===== src/rtl/addcmp_pkg.sv =====
package addcmp_pkg;

    localparam int FUNC_W = 7;

    typedef enum logic [1:0] {
        OPK_ARITH,
        OPK_CMP,
        OPK_BYTES,
        OPK_NONE
    } op_kind_e;

    typedef enum logic [2:0] {
        CMP_EQ,
        CMP_SLE,
        CMP_SLT,
        CMP_ULE,
        CMP_ULT
    } cmp_sel_e;

    typedef struct packed {
        op_kind_e   kind;
        logic       subtract;
        logic       narrow;
        logic [1:0] scale;
        logic       trap;
        cmp_sel_e   csel;
    } op_ctrl_t;

endpackage


===== src/rtl/addcmp_decode.sv =====
module addcmp_decode
    import addcmp_pkg::*;
(
    input  logic [FUNC_W-1:0] func_i,
    output op_ctrl_t          ctrl_o
);

    function automatic op_ctrl_t arith(input logic sub, input logic nar,
                                       input logic [1:0] sc, input logic trp);
        op_ctrl_t c;
        c.kind     = OPK_ARITH;
        c.subtract = sub;
        c.narrow   = nar;
        c.scale    = sc;
        c.trap     = trp;
        c.csel     = CMP_EQ;
        return c;
    endfunction

    function automatic op_ctrl_t other(input op_kind_e k, input cmp_sel_e s);
        op_ctrl_t c;
        c.kind     = k;
        c.subtract = 1'b0;
        c.narrow   = 1'b0;
        c.scale    = 2'd0;
        c.trap     = 1'b0;
        c.csel     = s;
        return c;
    endfunction

    always_comb begin
        case (func_i)
            // plain add / subtract
            7'h00: ctrl_o = arith(1'b0, 1'b1, 2'd0, 1'b0);
            7'h20: ctrl_o = arith(1'b0, 1'b0, 2'd0, 1'b0);
            7'h09: ctrl_o = arith(1'b1, 1'b1, 2'd0, 1'b0);
            7'h29: ctrl_o = arith(1'b1, 1'b0, 2'd0, 1'b0);
            // trapping forms
            7'h40: ctrl_o = arith(1'b0, 1'b1, 2'd0, 1'b1);
            7'h60: ctrl_o = arith(1'b0, 1'b0, 2'd0, 1'b1);
            7'h49: ctrl_o = arith(1'b1, 1'b1, 2'd0, 1'b1);
            7'h69: ctrl_o = arith(1'b1, 1'b0, 2'd0, 1'b1);
            // scaled forms: scale field holds the shift distance
            7'h02: ctrl_o = arith(1'b0, 1'b1, 2'd2, 1'b0);
            7'h12: ctrl_o = arith(1'b0, 1'b1, 2'd3, 1'b0);
            7'h22: ctrl_o = arith(1'b0, 1'b0, 2'd2, 1'b0);
            7'h32: ctrl_o = arith(1'b0, 1'b0, 2'd3, 1'b0);
            7'h0B: ctrl_o = arith(1'b1, 1'b1, 2'd2, 1'b0);
            7'h1B: ctrl_o = arith(1'b1, 1'b1, 2'd3, 1'b0);
            7'h2B: ctrl_o = arith(1'b1, 1'b0, 2'd2, 1'b0);
            7'h3B: ctrl_o = arith(1'b1, 1'b0, 2'd3, 1'b0);
            // compares
            7'h2D: ctrl_o = other(OPK_CMP, CMP_EQ);
            7'h6D: ctrl_o = other(OPK_CMP, CMP_SLE);
            7'h4D: ctrl_o = other(OPK_CMP, CMP_SLT);
            7'h3D: ctrl_o = other(OPK_CMP, CMP_ULE);
            7'h1D: ctrl_o = other(OPK_CMP, CMP_ULT);
            7'h0F: ctrl_o = other(OPK_BYTES, CMP_EQ);
            default: ctrl_o = other(OPK_NONE, CMP_EQ);
        endcase
    end

endmodule


===== src/rtl/addcmp_addsub.sv =====
module addcmp_addsub #(
    parameter int DATA_W = 64
) (
    input  logic [DATA_W-1:0] opa_i,
    input  logic [DATA_W-1:0] opb_i,
    input  logic              subtract_i,
    input  logic              narrow_i,
    input  logic [1:0]        scale_i,
    output logic [DATA_W-1:0] result_o,
    output logic              ovf_o
);

    localparam int HALF_W = DATA_W / 2;

    logic [DATA_W-1:0] a_sc;
    logic [DATA_W-1:0] full;
    logic              sa, sb, sr;

    always_comb begin
        a_sc = opa_i << scale_i;
        full = subtract_i ? (a_sc - opb_i) : (a_sc + opb_i);
        // low half of a full-width sum equals the half-width sum
        if (narrow_i) begin
            result_o = {{HALF_W{full[HALF_W-1]}}, full[HALF_W-1:0]};
            sa = a_sc[HALF_W-1];
            sb = opb_i[HALF_W-1];
            sr = full[HALF_W-1];
        end else begin
            result_o = full;
            sa = a_sc[DATA_W-1];
            sb = opb_i[DATA_W-1];
            sr = full[DATA_W-1];
        end
        ovf_o = subtract_i ? ((sa != sb) && (sr != sa))
                           : ((sa == sb) && (sr != sa));
    end

endmodule


===== src/rtl/addcmp_compare.sv =====
module addcmp_compare
    import addcmp_pkg::*;
#(
    parameter int DATA_W = 64
) (
    input  logic [DATA_W-1:0]   opa_i,
    input  logic [DATA_W-1:0]   opb_i,
    input  cmp_sel_e            csel_i,
    output logic                cmp_o,
    output logic [DATA_W/8-1:0] bytes_ge_o
);

    localparam int NBYTES = DATA_W / 8;

    logic eq, slt, ult;

    always_comb begin
        eq  = (opa_i == opb_i);
        slt = ($signed(opa_i) < $signed(opb_i));
        ult = (opa_i < opb_i);
        case (csel_i)
            CMP_EQ:  cmp_o = eq;
            CMP_SLE: cmp_o = slt | eq;
            CMP_SLT: cmp_o = slt;
            CMP_ULE: cmp_o = ult | eq;
            CMP_ULT: cmp_o = ult;
            default: cmp_o = 1'b0;
        endcase
    end

    for (genvar i = 0; i < NBYTES; i++) begin : g_lane
        assign bytes_ge_o[i] = (opa_i[8*i +: 8] >= opb_i[8*i +: 8]);
    end

endmodule


===== src/rtl/int_addcmp_unit.sv =====
module int_addcmp_unit
    import addcmp_pkg::*;
#(
    parameter int DATA_W = 64
) (
    input  logic              clk,
    input  logic              rst_n,
    input  logic [6:0]        func_i,
    input  logic [DATA_W-1:0] opa_i,
    input  logic [DATA_W-1:0] opb_i,
    output logic [DATA_W-1:0] result_o,
    output logic              ovf_o,
    output logic              illegal_o
);

    localparam int NBYTES = DATA_W / 8;

    typedef struct packed {
        logic [DATA_W-1:0] res;
        logic              ovf;
        logic              ill;
    } out_t;

    op_ctrl_t          ctrl;
    logic [DATA_W-1:0] arith_res;
    logic              arith_ovf;
    logic              cmp_bit;
    logic [NBYTES-1:0] bytes_ge;
    out_t              out_d, out_q;

    addcmp_decode u_decode (
        .func_i (func_i),
        .ctrl_o (ctrl)
    );

    addcmp_addsub #(.DATA_W(DATA_W)) u_addsub (
        .opa_i      (opa_i),
        .opb_i      (opb_i),
        .subtract_i (ctrl.subtract),
        .narrow_i   (ctrl.narrow),
        .scale_i    (ctrl.scale),
        .result_o   (arith_res),
        .ovf_o      (arith_ovf)
    );

    addcmp_compare #(.DATA_W(DATA_W)) u_compare (
        .opa_i      (opa_i),
        .opb_i      (opb_i),
        .csel_i     (ctrl.csel),
        .cmp_o      (cmp_bit),
        .bytes_ge_o (bytes_ge)
    );

    always_comb begin
        out_d = '0;
        case (ctrl.kind)
            OPK_ARITH: begin
                out_d.res = arith_res;
                out_d.ovf = ctrl.trap & arith_ovf;
            end
            OPK_CMP:   out_d.res[0] = cmp_bit;
            OPK_BYTES: out_d.res[NBYTES-1:0] = bytes_ge;
            default:   out_d.ill = 1'b1;
        endcase
    end

    always_ff @(posedge clk or negedge rst_n) begin
        if (!rst_n) out_q <= '0;
        else        out_q <= out_d;
    end

    assign result_o  = out_q.res;
    assign ovf_o     = out_q.ovf;
    assign illegal_o = out_q.ill;

endmodule


===== config.mk =====
export PLATFORM = sky130hd
export DESIGN_NAME = int_addcmp_unit
export DESIGN_NICKNAME = d
export VERILOG_FILES = /design/src/rtl/addcmp_pkg.sv /design/src/rtl/addcmp_decode.sv /design/src/rtl/addcmp_addsub.sv /design/src/rtl/addcmp_compare.sv /design/src/rtl/int_addcmp_unit.sv
export SDC_FILE = /design/constraint.sdc
export NUM_CORES = 1
export LEC_CHECK = 0
export ABC_AREA = 1
export BUFFER_PORTS_ARGS = -buffer_cell sky130_fd_sc_hd__clkbuf_2
export CAP_MARGIN = 20
export CORE_MARGIN = 2
export CORE_UTILIZATION = 30
export CTS_CLUSTER_SIZE = 24
export DETAILED_ROUTE_END_ITERATION = 6
export PLACE_DENSITY_LB_ADDON = 0.08
export SYNTH_ARGS = -nofsm -noshare
export SYNTH_HDL_FRONTEND = slang
export SYNTH_SLANG_ARGS = --single-unit

===== constraint.sdc =====
create_clock -name clk -period 1.4 [get_ports clk]
set_clock_uncertainty 0.05 [all_clocks]
set_input_delay 0.28 -clock clk [delete_from_list [all_inputs] [get_ports clk]]
set_output_delay 0.28 -clock clk [all_outputs]
set_load 0.02 [all_outputs]

==> results of run 1 <==
worst max-delay path, cell delays in order:
cell	delay, ns
clkbuf_16	0.14
inv_16	0.05
ha_4	0.14
nand3_4	0.08
inv_4	0.08
nand2_4	0.06
nor2_4	0.10
nand2_2	0.07
inv_2	0.07
nand4_1	0.10
nor2_1	0.16
nand3_1	0.12
nor3_2	0.18
nor2_1	0.08
xor2_1	0.15
ha_1	0.39
nand2_2	0.12
nor2_4	0.17
nand2_4	0.08
nor4_4	0.13
nand2_1	0.12
nand2_4	0.12
xnor2_4	0.14
nand2_4	0.09
nand2_8	0.16
clkbuf_16	0.20
a21oi_2	0.04
layout make-up:
class / count / area share (%)
sequential: 66 / 6.87
timing repair inverter: 1 / 0.0468
multi-input combinational: 1657 / 52.0
timing repair buffer: 956 / 31.1
clock buffer: 11 / 1.01
tap: 532 / 2.77
inverter: 364 / 5.89
clock inverter: 5 / 0.323
report_power, final:
part	internal [mW]	total [mW]	switching, mW
Sequential	2.02	2.06	0.0386
Clock	1.60	2.67	1.07
Combinational	5.19	11.1	5.90
Total	8.81	15.8	7.01
registers in the layout (all words and copies together), names as in the netlist:
name       flops
illegal_o      1
ovf_o          1
result_o      64
metrics by stage:
stage / area (um^2) / setup WS [ns] / setup TNS (ns)
after detailed placement: 19000 / -2.81 / -150.63
after floorplan: 12700 / -2.02 / -100.80
after CTS: 22800 / -1.91 / -103.93
final: 24000 / -2.00 / -109.05
after global routing: 24000 / -2.21 / -119.90
after global placement: 19000 / -2.72 / -148.64
worst max path at each step:
stage / start / endpoint / slack (ns) / cells past startpoint
floorplan: opb_i[1] / result_o[49]$_DFF_PN0_ / -2.02 / 28
global placement: opb_i[1] / result_o[40]$_DFF_PN0_ / -2.72 / 28
detailed placement: opb_i[1] / result_o[40]$_DFF_PN0_ / -2.81 / 28
CTS: opb_i[1] / result_o[46]$_DFF_PN0_ / -1.91 / 27
global route: opb_i[1] / result_o[32]$_DFF_PN0_ / -2.21 / 27
finish: opb_i[1] / result_o[44]$_DFF_PN0_ / -2.00 / 27
layout by cell type (no fill, tap or decap), drive strengths merged, types with 2 or more instances in the layout:
| cell type | instances |
|---|---|
| nor4 | 22 |
| clkinv | 3 |
| nor3 | 30 |
| clkbuf | 212 |
| a21o | 21 |
| o21bai | 16 |
| xor2 | 62 |
| nand4 | 30 |
| a21oi | 165 |
| nand2 | 481 |
| buf | 753 |
| or2 | 6 |
| o211ai | 26 |
| o31ai | 7 |
| ha | 135 |
| and2 | 2 |
| inv | 364 |
| a32o | 3 |
| dfrtp | 66 |
| o21ai | 179 |
| o21a | 13 |
| nand3 | 134 |
| nor2 | 277 |
| a21boi | 8 |
| xnor2 | 11 |
| and3 | 2 |
| mux2i | 2 |
| bufinv | 2 |
| a31oi | 16 |
cell families (layout without fill, tap and decap cells):
logic type / after synthesis / after routing
xor gates and xnor gates: 73 / 73
adders and majority gates: 136 / 136
buffers and inverters: 404 / 1337
and+or+nand+nor: 986 / 986
AOI/OAI and AO/OA: 460 / 460
DFF: 66 / 66
muxes: 2 / 2
synth_stat cells, drive strengths merged (16+ instances only):
cell type    n
ha         135
nor2       277
inv        364
a21o        21
nand2      481
o21bai      16
o211ai      26
a21oi      165
dfrtp       66
nand3      134
nor3        30
clkbuf      31
xor2        62
a31oi       16
nor4        22
o21ai      179
nand4       30
routing by layer:
metal	up-vias	track usage [%]	share of wire (%)
li1	8842	-	-
met1	8255	42.6	47
met2	460	49.3	46
met3	70	2.47	4.4
met4	0	9.01	2.6
met5	-	0	0
timing repair:
action / CTS / global route
buffers inserted: 88 / 41
setup endpoints to repair: 66 / 66
gates cloned: 3 / 2
hold endpoints to repair: 59 / 0
gates resized for setup: 638 / 223
hold buffers: 1 / 0
pin swaps: 196 / 107
==> run metrics, run 1 <==
area share of fa/ha/maj cells after synthesis=between 10% and 20%; total wire length after detailed routing=67400 um; Final setup viols=65; type of the worst setup path=in -> reg; Yosys warning total=0; first-pass GRT wire length=~100000 um; Final #Nets=about 3300; synthesized netlist net count=2400; Layout fillers=roughly 3900; final HPWL from detailed placement=between 50000 and 60000 um; LEAKAGE=around 12 nW; number of standard-cell rows in the floorplan=between 70 and 80; share of the clock period used by the worst path after layout=243%; highest fanout seen on the critical path=8; deepest level of the CTS H-tree=3; transition time at the pin with the least slew margin=0.657 ns; layout overhead on the synthesized area=94.3%; area taken by multi-input logic gates=around 0.013 mm^2; remaining routing DRC violations=0; Routed Antenna Nets=0; number of violations reported at the end of detailed-routing iteration 0=about 1100; Syn Std Cell Area=0.0124 mm^2; Post-Route Utilization=59.0%; antenna violations before repair=1; clock sink count=66; dominant register cell in the synthesized netlist=dfrtp_1; leftover overflow at the end of global routing=0; Die Width=a little over 200 um; diode count=0; clock tree from TritonCTS=done; Port Buf Inserts=between 200 and 250; final hold slack=0.244 ns; number of max-cap violations=0; number of buffers inserted during clock tree synthesis=9; worst min-delay path category=in -> async; worst vdd ir=527 uV; multiplexer share of the synthesized area=less than 1%; area enclosed by the die boundary=approximately 0.043 mm^2; area fraction of the dominant cell type after synthesis=between 10 and 15%; die height=between 200 and 250 um; Max Fclk=about 300 MHz; register bit count reported by yosys=66; proportion of register bits with asynchronous set or reset after synthesis=100%; # placed instances=~3500; post-synthesis sequential area ratio=roughly an eighth; Initial Util=30.4%; number of flops mapped to enable cells by yosys=0; Final Slew Violations=0; endpoint required time on the critical path=1.61 ns; outcome=finished, violations left; largest buffer count on any clock path=2; Period minus WS final=roughly 3.4 ns; number of distinct library cell variants in the gate-level netlist after synthesis=56; via count=17627; Total GRT Usage=30.3%; Hold Vio Cnt, Final=0; FF+latch area=roughly 0.0017 mm^2; mean post-synth cell area=roughly 5.8 um^2; via count of the first global-routing pass=about 18000; top area cells in the synthesized netlist=nand2_1 (14%), ha_1 (14%), dfrtp_1 (13%); Final GP Congestion=between 0.9 and 1; fraction of synthesized cell area in xor and xnor cells=about 5.2%; fin worst setup slack=-2.00 ns; Setup crit start kind=input pin; cell taking the most area after synthesis=nand2_1; Max-slew headroom=55.7%; dominant combinational cell family by area after synthesis=simple AND/OR/NAND/NOR gates; placeable core region=slightly above 0.04 mm^2; violated checks=negative setup slack; Avg Vias per Cell=approximately 4.9; IO Pins=between 200 and 250; clock-pin slew of the registers on the worst-case setup and hold paths=0.07 ns; post-synthesis compound-gate area fraction=21.4%; type of destination of the critical path=register; synthesized netlist cell count=2127; detailed-routing iteration count for the pre-antenna-repair pass=7; fraction of the mapped netlist area in simple logic gates=roughly a third; power density normalized to cell area=between 600 and 700 mW/mm^2; average wire per cell in the routed design=around 19 um; data arrival time of the critical path=approximately 3.6 ns; CTS Root Cell=clkbuf_16; post-layout power=roughly 16 mW; final cell count without fillers=3592; largest net degree at the start of global routing=between 50 and 60; setup repair after global routing missed its margin=true; share of cells above drive strength 1=51.7%
Power figures use the tool's default switching activity.
==> inputs of run 2 (changes only) <==
--- a/config.mk
+++ b/config.mk
@@ -5,7 +5,6 @@
 export SDC_FILE = /design/constraint.sdc
 export NUM_CORES = 1
 export LEC_CHECK = 0
-export ABC_AREA = 1
 export BUFFER_PORTS_ARGS = -buffer_cell sky130_fd_sc_hd__clkbuf_2
 export CAP_MARGIN = 20
 export CORE_MARGIN = 2
==> run 2 against run 1 <==
Net effect: the flow still finishes with violations (negative setup slack); final cell count down 25%; utilization down 3.6 points; clock power down 14%; setup slack worse by 1.4 ns; area after synthesis down 14%; maximum frequency down 29%; global-route usage down 3.8 points; sequential share of layout area up 1.6 points; die area down 14%; via count down 23%.
==> run metrics, run 2 <==
synthesized netlist net count=1709 (-29%); final hold slack=0.291 ns (+0.0473 ns); largest net degree at the start of global routing=67 (+29%); library cell with the highest instance count after synthesis=a21oi_1; total wire length after detailed routing=49700 um (-26%); final HPWL from detailed placement=39400 um (-29%); setup repair after global routing missed its margin=true; register bit count reported by yosys=66 (unchanged); post-synthesis sequential area ratio=15.5% (+2.1 points); multiplexer share of the synthesized area=6.23% (+6.1 points); fraction of synthesized cell area in xor and xnor cells=10.2% (+4.9 points); fin worst setup slack=-3.38 ns (-1.37 ns); Period minus WS final=4.78 ns (+1.37 ns); Setup crit start kind=input pin; mean post-synth cell area=7.43 um^2 (+28%); clock sink count=66 (unchanged); layout overhead on the synthesized area=83.6%; slowest stage cell on the critical path=or4_4; cell area reported after detailed placement=0.0168 mm^2 (-12%); number of standard-cell rows in the floorplan=69 (-6.8%); type of the worst setup path=in -> reg; Die Width=193 um (-7.0%); CTS Root Cell=clkbuf_16; antenna violations before repair=0 (-1); top area cells in the synthesized netlist=ha_1 (16%), dfrtp_1 (15%), a21oi_1 (9.2%); leftover overflow at the end of global routing=0 (unchanged); transition time at the pin with the least slew margin=0.529 ns (-0.128 ns); diode count=0 (unchanged); deepest level of the CTS H-tree=3 (unchanged); detailed-routing iteration count for the pre-antenna-repair pass=6 (-1); Syn Std Cell Area=0.0107 mm^2 (-14%); clock tree from TritonCTS=done; violated checks=negative setup slack; Port Buf Inserts=202 (unchanged); share of cells above drive strength 1=50.4% (-1.3 points); final cell count without fillers=2691 (-25%); area share of fa/ha/maj cells after synthesis=16.0% (+2.2 points); worst min-delay path category=in -> reg; worst vdd ir=682 uV (+29%); type of destination of the critical path=register; Yosys warning total=0 (unchanged); number of max-cap violations=0 (unchanged); Hold Path Origin=func_i[6]; Final GP Congestion=0.949 (-2.6%); Final #Nets=2498 (-25%); Hold Path Cell Cnt=3; area fraction of the dominant cell type after synthesis=15.8% (+1.5 points); Routed Antenna Nets=0 (unchanged); list of cells traversed by the critical path=buf_6, or4_4, nor4b_4, nand4b_1, nor3_4, buf_4, nand2_4, or3_4, o31ai_4, xnor2_1, ha_1, buf_6, a21oi_2, buf_4, o21bai_1, a21oi_1, o31a_1, a21oi_4, o211a_1, nor4b_4, mux2i_1, o2111a_1; most used cells in the layout excluding fill and tap cells=buf_4 (546), clkbuf_2 (189), a21oi_1 (146); Total GRT Usage=26.5% (-3.8 points); outcome=finished, violations left; highest fanout seen on the critical path=4 (-4); area enclosed by the die boundary=0.0371 mm^2 (-14%); endpoint required time on the critical path=1.67 ns (+0.06 ns); Avg Vias per Cell=5.06 (+3.1%); Final Slew Violations=0 (unchanged); IO Pins=203 (unchanged); number of flops mapped to enable cells by yosys=0 (unchanged); Hold Vio Cnt, Final=0 (unchanged); cell depth of the worst setup path=22 (-19%); post-layout power=13.8 mW (-13%); data arrival time of the critical path=5.04 ns (+1.43 ns); dominant register cell in the synthesized netlist=dfrtp_1; first-pass GRT wire length=74600 um (-25%); final cell area excluding filler cells=0.0196 mm^2 (-19%); cell types with the highest counts after synthesis=a21oi_1 (196), nor2_1 (159), ha_1 (135); Final setup viols=65 (unchanged); proportion of register bits with asynchronous set or reset after synthesis=100% (unchanged); Initial Util=30.2% (-0.16 points); dominant combinational cell family by area after synthesis=compound AO/OA/AOI/OAI gates; average wire per cell in the routed design=18.5 um (-1.5%); commonest non-fill, non-tap cell in the layout=buf_4; cell taking the most area after synthesis=ha_1; largest buffer count on any clock path=2 (unchanged); placeable core region=0.0353 mm^2 (-13%); via count of the first global-routing pass=13645 (-22%); power density normalized to cell area=704 mW/mm^2 (+7.0%); endpoint of the worst hold path=ovf_o$_DFF_PN0_; worst stage delay on the critical path=0.57 ns (+0.18 ns); die height=193 um (-7.0%); Max Fclk=209 MHz (-29%); remaining routing DRC violations=0 (unchanged); Largest register FFs=64 (unchanged); number of distinct library cell variants in the gate-level netlist after synthesis=71 (+27%); # placed instances=2599 (-25%); via count=13620 (-23%); post-synthesis compound-gate area fraction=26.3% (+4.9 points); category of cells accounting for the largest share of critical-path delay=simple AND/OR/NAND/NOR gates; fraction of the mapped netlist area in simple logic gates=20.0% (-14 points); Buf/Inv on CP=4 (-1); synthesized netlist cell count=1436 (-32%); Max-slew headroom=64.3% (+8.6 points); number of buffers inserted during clock tree synthesis=9 (unchanged); share of the clock period used by the worst path after layout=341% (+98 points); number of violations reported at the end of detailed-routing iteration 0=850 (-25%); LEAKAGE=9.94 nW (-18%); clock-pin slew of the registers on the worst-case setup and hold paths=0.06 ns (about the same)
## run 2: cell types whose count changed in the layout (fill, tap and decap cells not counted), moves of 69 or more
cell     delta
a21oi_1    +69
buf_4     -102
inv_1     -200
nand2_1   -310
nand3_1    -86
xnor2_1    +74
## run 2: final cells by class
| type | count | area [um^2] |
|---|---|---|
| tap | 461 | 577 |
| inverter | 99 | 403 |
| timing repair buffer | 843 | 6480 |
| clock inverter | 2 | 10.0 |
| fill | 3328 | 15700 |
| multi-input combinational | 1206 | 10200 |
| sequential | 66 | 1650 |
| clock buffer | 14 | 274 |
## run 2: worst max path at each step
stage | startpoint | end | slack (ns)
after floorplan | opb_i[16] | result_o[62]$_DFF_PN0_ | -3.46
after global routing | opb_i[15] | ovf_o$_DFF_PN0_ | -3.57
after CTS | opb_i[23] | ovf_o$_DFF_PN0_ | -3.27
final | opb_i[15] | ovf_o$_DFF_PN0_ | -3.38
after global placement | opb_i[16] | ovf_o$_DFF_PN0_ | -3.77
after detailed placement | opb_i[16] | ovf_o$_DFF_PN0_ | -3.89
## run 2: cell families after synthesis
| family | after synthesis |
|---|---|
| AOI/OAI and AO/OA | 457 |
| xor gates and xnor gates | 123 |
| adders and majority gates | 136 |
| buffers and inverters | 164 |
| DFF | 66 |
| muxes | 66 |
| and+or+nand+nor | 424 |
## run 2: per-stage QoR
| step | util [%] | TNS [ns] | setup WS [ns] |
|---|---|---|---|
| final | 55.5 | -156.22 | -3.38 |
| after global routing | 55.5 | -167.07 | -3.57 |
| after CTS | 53.0 | -146.43 | -3.27 |
| after detailed placement | 47.7 | -182.01 | -3.89 |
| after global placement | 47.7 | -181.49 | -3.77 |
| after floorplan | - | -143.52 | -3.46 |
## run 2: power by group
group	leakage, nW	switching (mW)	internal, mW
logic	8.90	4.66	4.76
clock network	0.143	0.956	1.34
registers	0.901	0.0399	2.04
## run 2: repair_timing
action | 4_1_cts | 5_1_grt
hold endpoints to repair | 66 | 0
gates resized for setup | 232 | 151
hold buffers | 1 | 0
cloned | 6 | 0
buffers inserted | 61 | 44
pin swaps | 111 | 111
endpoints found under the setup margin | 67 | 66
## run 2: routing by layer
layer  vias to the layer above  GRT usage, %  wire (um)  share of wire [%]
li1                       6808             -          -                  -
met1                      6440          36.1      23400                 47
met2                       311          43.5      22800                 46
met3                        61          3.84       2330                4.7
met4                         0          7.16       1170                2.4
met5                         -             0          0                  0
==> inputs of run 3 (changes only) <==
--- a/config.mk
+++ b/config.mk
@@ -7,6 +7,7 @@
 export LEC_CHECK = 0
 export BUFFER_PORTS_ARGS = -buffer_cell sky130_fd_sc_hd__clkbuf_2
 export CAP_MARGIN = 20
+export CORE_ASPECT_RATIO = 2
 export CORE_MARGIN = 2
 export CORE_UTILIZATION = 30
 export CTS_CLUSTER_SIZE = 24
==> run 3 against run 2 <==
Net effect: the flow still finishes with violations (negative setup slack); global-route usage grew 2.3 points; hold slack got worse by 0.048 ns; power rose by 2.1%; first-iteration DRC count shrank 43%; sequential share of layout area shrank 0.063 points; sequential cell count unchanged; cell area increased by 0.75%; clock-buffer cell count down 1; sequential power hardly changed; final cell count barely moved; non-clock buffer count rose by 18; combinational power up 0.5%; largest power group unchanged.
==> run metrics, run 3 (same netlist as run 2, synthesis figures left out) <==
worst stage delay on the critical path=0.55 ns (-0.02 ns); cell internal power dissipation=8.30 mW (+2.0%); clock network fraction of total power=18.0% (+1.4 points); share of the clock period used by the worst path after layout=339% (-1.9 points); endpoint required time on the critical path=1.62 ns (-0.05 ns); slowest stage cell on the critical path=or4_4; number of violations reported at the end of detailed-routing iteration 0=486 (-43%); final HPWL from detailed placement=43700 um (+11%); fin worst setup slack=-3.35 ns (+0.0267 ns); Max-slew headroom=33.4% (-31 points); power density normalized to cell area=713 mW/mm^2 (+1.3%); Port Buf Inserts=202 (unchanged); leftover overflow at the end of global routing=0 (unchanged); CTS Root Cell=clkbuf_16; switching part of the total power=41.0% (about the same); Die Width=137 um (-29%); worst min-delay path category=in -> async; outcome=finished, violations left; Hold Vio Cnt, Final=0 (unchanged); met1 Resource Use GR=26.3% (-9.8 points); placeable core region=0.0351 mm^2 (-0.67%); violated checks=negative setup slack; share of cells above drive strength 1=51.4% (+1.0 points); LEAKAGE=10.0 nW (+0.74%); met3 global-route usage=2.96% (-0.88 points); setup repair after global routing missed its margin=true; Period minus WS final=4.75 ns (-0.0267 ns); commonest non-fill, non-tap cell in the layout=buf_4; busiest layer in global routing=met2; clock sink count=66 (unchanged); Layout fillers=3333 (+0.15%); antenna violations before repair=0 (unchanged); remaining routing DRC violations=0 (unchanged); Setup crit start kind=input pin; first-pass GRT wire length=80200 um (+7.5%); type of the worst setup path=in -> reg; number of buffers inserted during clock tree synthesis=9 (unchanged); GR Util met2=57.3% (+14 points); via count of the first global-routing pass=15027 (+10%); final cell count without fillers=2693 (+0.074%); most used cells in the layout excluding fill and tap cells=buf_4 (568), clkbuf_2 (189), nor2_1 (143); via count=14165 (+4.0%); number of standard-cell rows in the floorplan=97 (+41%); Final #Nets=2516 (+0.72%); Avg Vias per Cell=5.26 (+3.9%); Switch Pwr=5.78 mW (+2.1%); Final setup viols=65 (unchanged); summed negative setup slack over all endpoints=-156.47 ns (-0.247 ns); largest net degree at the start of global routing=38 (-43%); IO Pins=203 (unchanged); Total GRT Usage=28.7% (+2.3 points); Final Slew Violations=0 (unchanged); clock tree from TritonCTS=done; list of cells traversed by the critical path=buf_6, or4_4, nor4b_4, nand4b_1, nor3_2, buf_4, nand2_4, or3_4, buf_6, o31ai_4, xnor2_1, ha_1, a21o_1, a21oi_2, nand2_2, a2111oi_4, nor3_4, or3_4, a31oi_1, mux2_2, nor4_2; Routed Antenna Nets=0 (unchanged); average wire per cell in the routed design=20.0 um (+8.6%); type of destination of the critical path=register; Initial Util=30.4% (+0.20 points); combinational share of power=67.3% (-1.0 points); Max Fclk=211 MHz (+0.56%); worst vdd ir=580 uV (-15%); die height=271 um (+41%); number of max-cap violations=0 (unchanged); clock-pin slew of the registers on the worst-case setup and hold paths=0.07 ns (about the same); # placed instances=2579 (-0.77%); proportion of power drawn by flip-flops and latches=14.8% (-0.3 points); detailed-routing iteration count for the pre-antenna-repair pass=6 (unchanged); transition time at the pin with the least slew margin=0.990 ns (+0.460 ns); Final GP Congestion=0.979 (+3.1%); data arrival time of the critical path=4.97 ns (-0.07 ns); Largest register FFs=64 (unchanged); total wire length after detailed routing=54000 um (+8.6%); area enclosed by the die boundary=0.0372 mm^2 (+0.25%); layout overhead on the synthesized area=85.0%; largest buffer count on any clock path=2 (unchanged); highest fanout seen on the critical path=4 (unchanged); deepest level of the CTS H-tree=3 (unchanged)
-- run 3: what timing repair did --
action / CTS / global route
setup endpoints to repair: 67 / 66
hold buffers: 1 / 0
resized for setup: 172 / 227
endpoints found under the hold margin: 66 / 0
cloned: 5 / 1
buffers inserted: 60 / 58
pin swaps: 96 / 178
-- run 3: cell type report --
cell class | instances | area [um^2] | area share, %
Antenna cell | 1 | 2.50 | 0.0127
Clock buffer | 13 | 270 | 1.37
Clock inverter | 2 | 35.0 | 0.177
Inverter | 99 | 385 | 1.95
Multi-Input combinational cell | 1206 | 10200 | 51.9
Sequential cell | 66 | 1650 | 8.37
Tap cell | 445 | 557 | 2.82
Timing Repair Buffer | 861 | 6590 | 33.4
-- run 3: stage by stage --
step                      area, um^2  setup slack, ns  util (%)  hold slack, ns  power [mW]
after global routing           19700            -3.64      56.3           0.260        14.9
after CTS                      18400            -3.26      52.6           0.234        13.2
after detailed placement       16800            -4.00      47.8          0.0861        9.79
after floorplan                11200            -3.46         -         -0.0656        5.97
after global placement         16800            -3.97      47.8          0.0804        9.78
final                          19700            -3.35      56.3           0.243        14.1
-- run 3: worst paths after layout --
check	from	endpoint	slack, ns	cells after the start
worst max-delay path	opb_i[16]	result_o[62]$_DFF_PN0_	-3.35	21
worst min-delay path	rst_n	result_o[0]$_DFF_PN0_	0.24	2
max in group asynchronous	rst_n	result_o[37]$_DFF_PN0_	0.59	3
min in group clk	func_i[6]	ovf_o$_DFF_PN0_	0.29	3
-- run 3: power by group through the flow --
stage               sequential, mW  clock (mW)  combinational [mW]
floorplan                     2.28           0                3.70
global placement              2.11           0                7.66
detailed placement            2.11           0                7.68
CTS                           2.08        2.60                8.49
global route                  2.09        2.65                10.2
finish                        2.08        2.53                9.47
-- run 3: metal layers --
metal  share of wire (%)  wire length (um)
met1                  33             17900
met2                  56             30500
met3                 3.0              1630
met4                 7.3              3940
met5                   0                 0
-- run 3: worst max-delay path: cells and delay by family --
kind / cells / cell delay, ns
adder cells (fa/ha/maj): 1 / 0.27
AND/OR/NAND/NOR: 10 / 2.53
AO/OA/AOI/OAI: 5 / 0.99
XOR/XNOR: 1 / 0.14
buffers and inverters: 3 / 0.40
multiplexers: 1 / 0.36
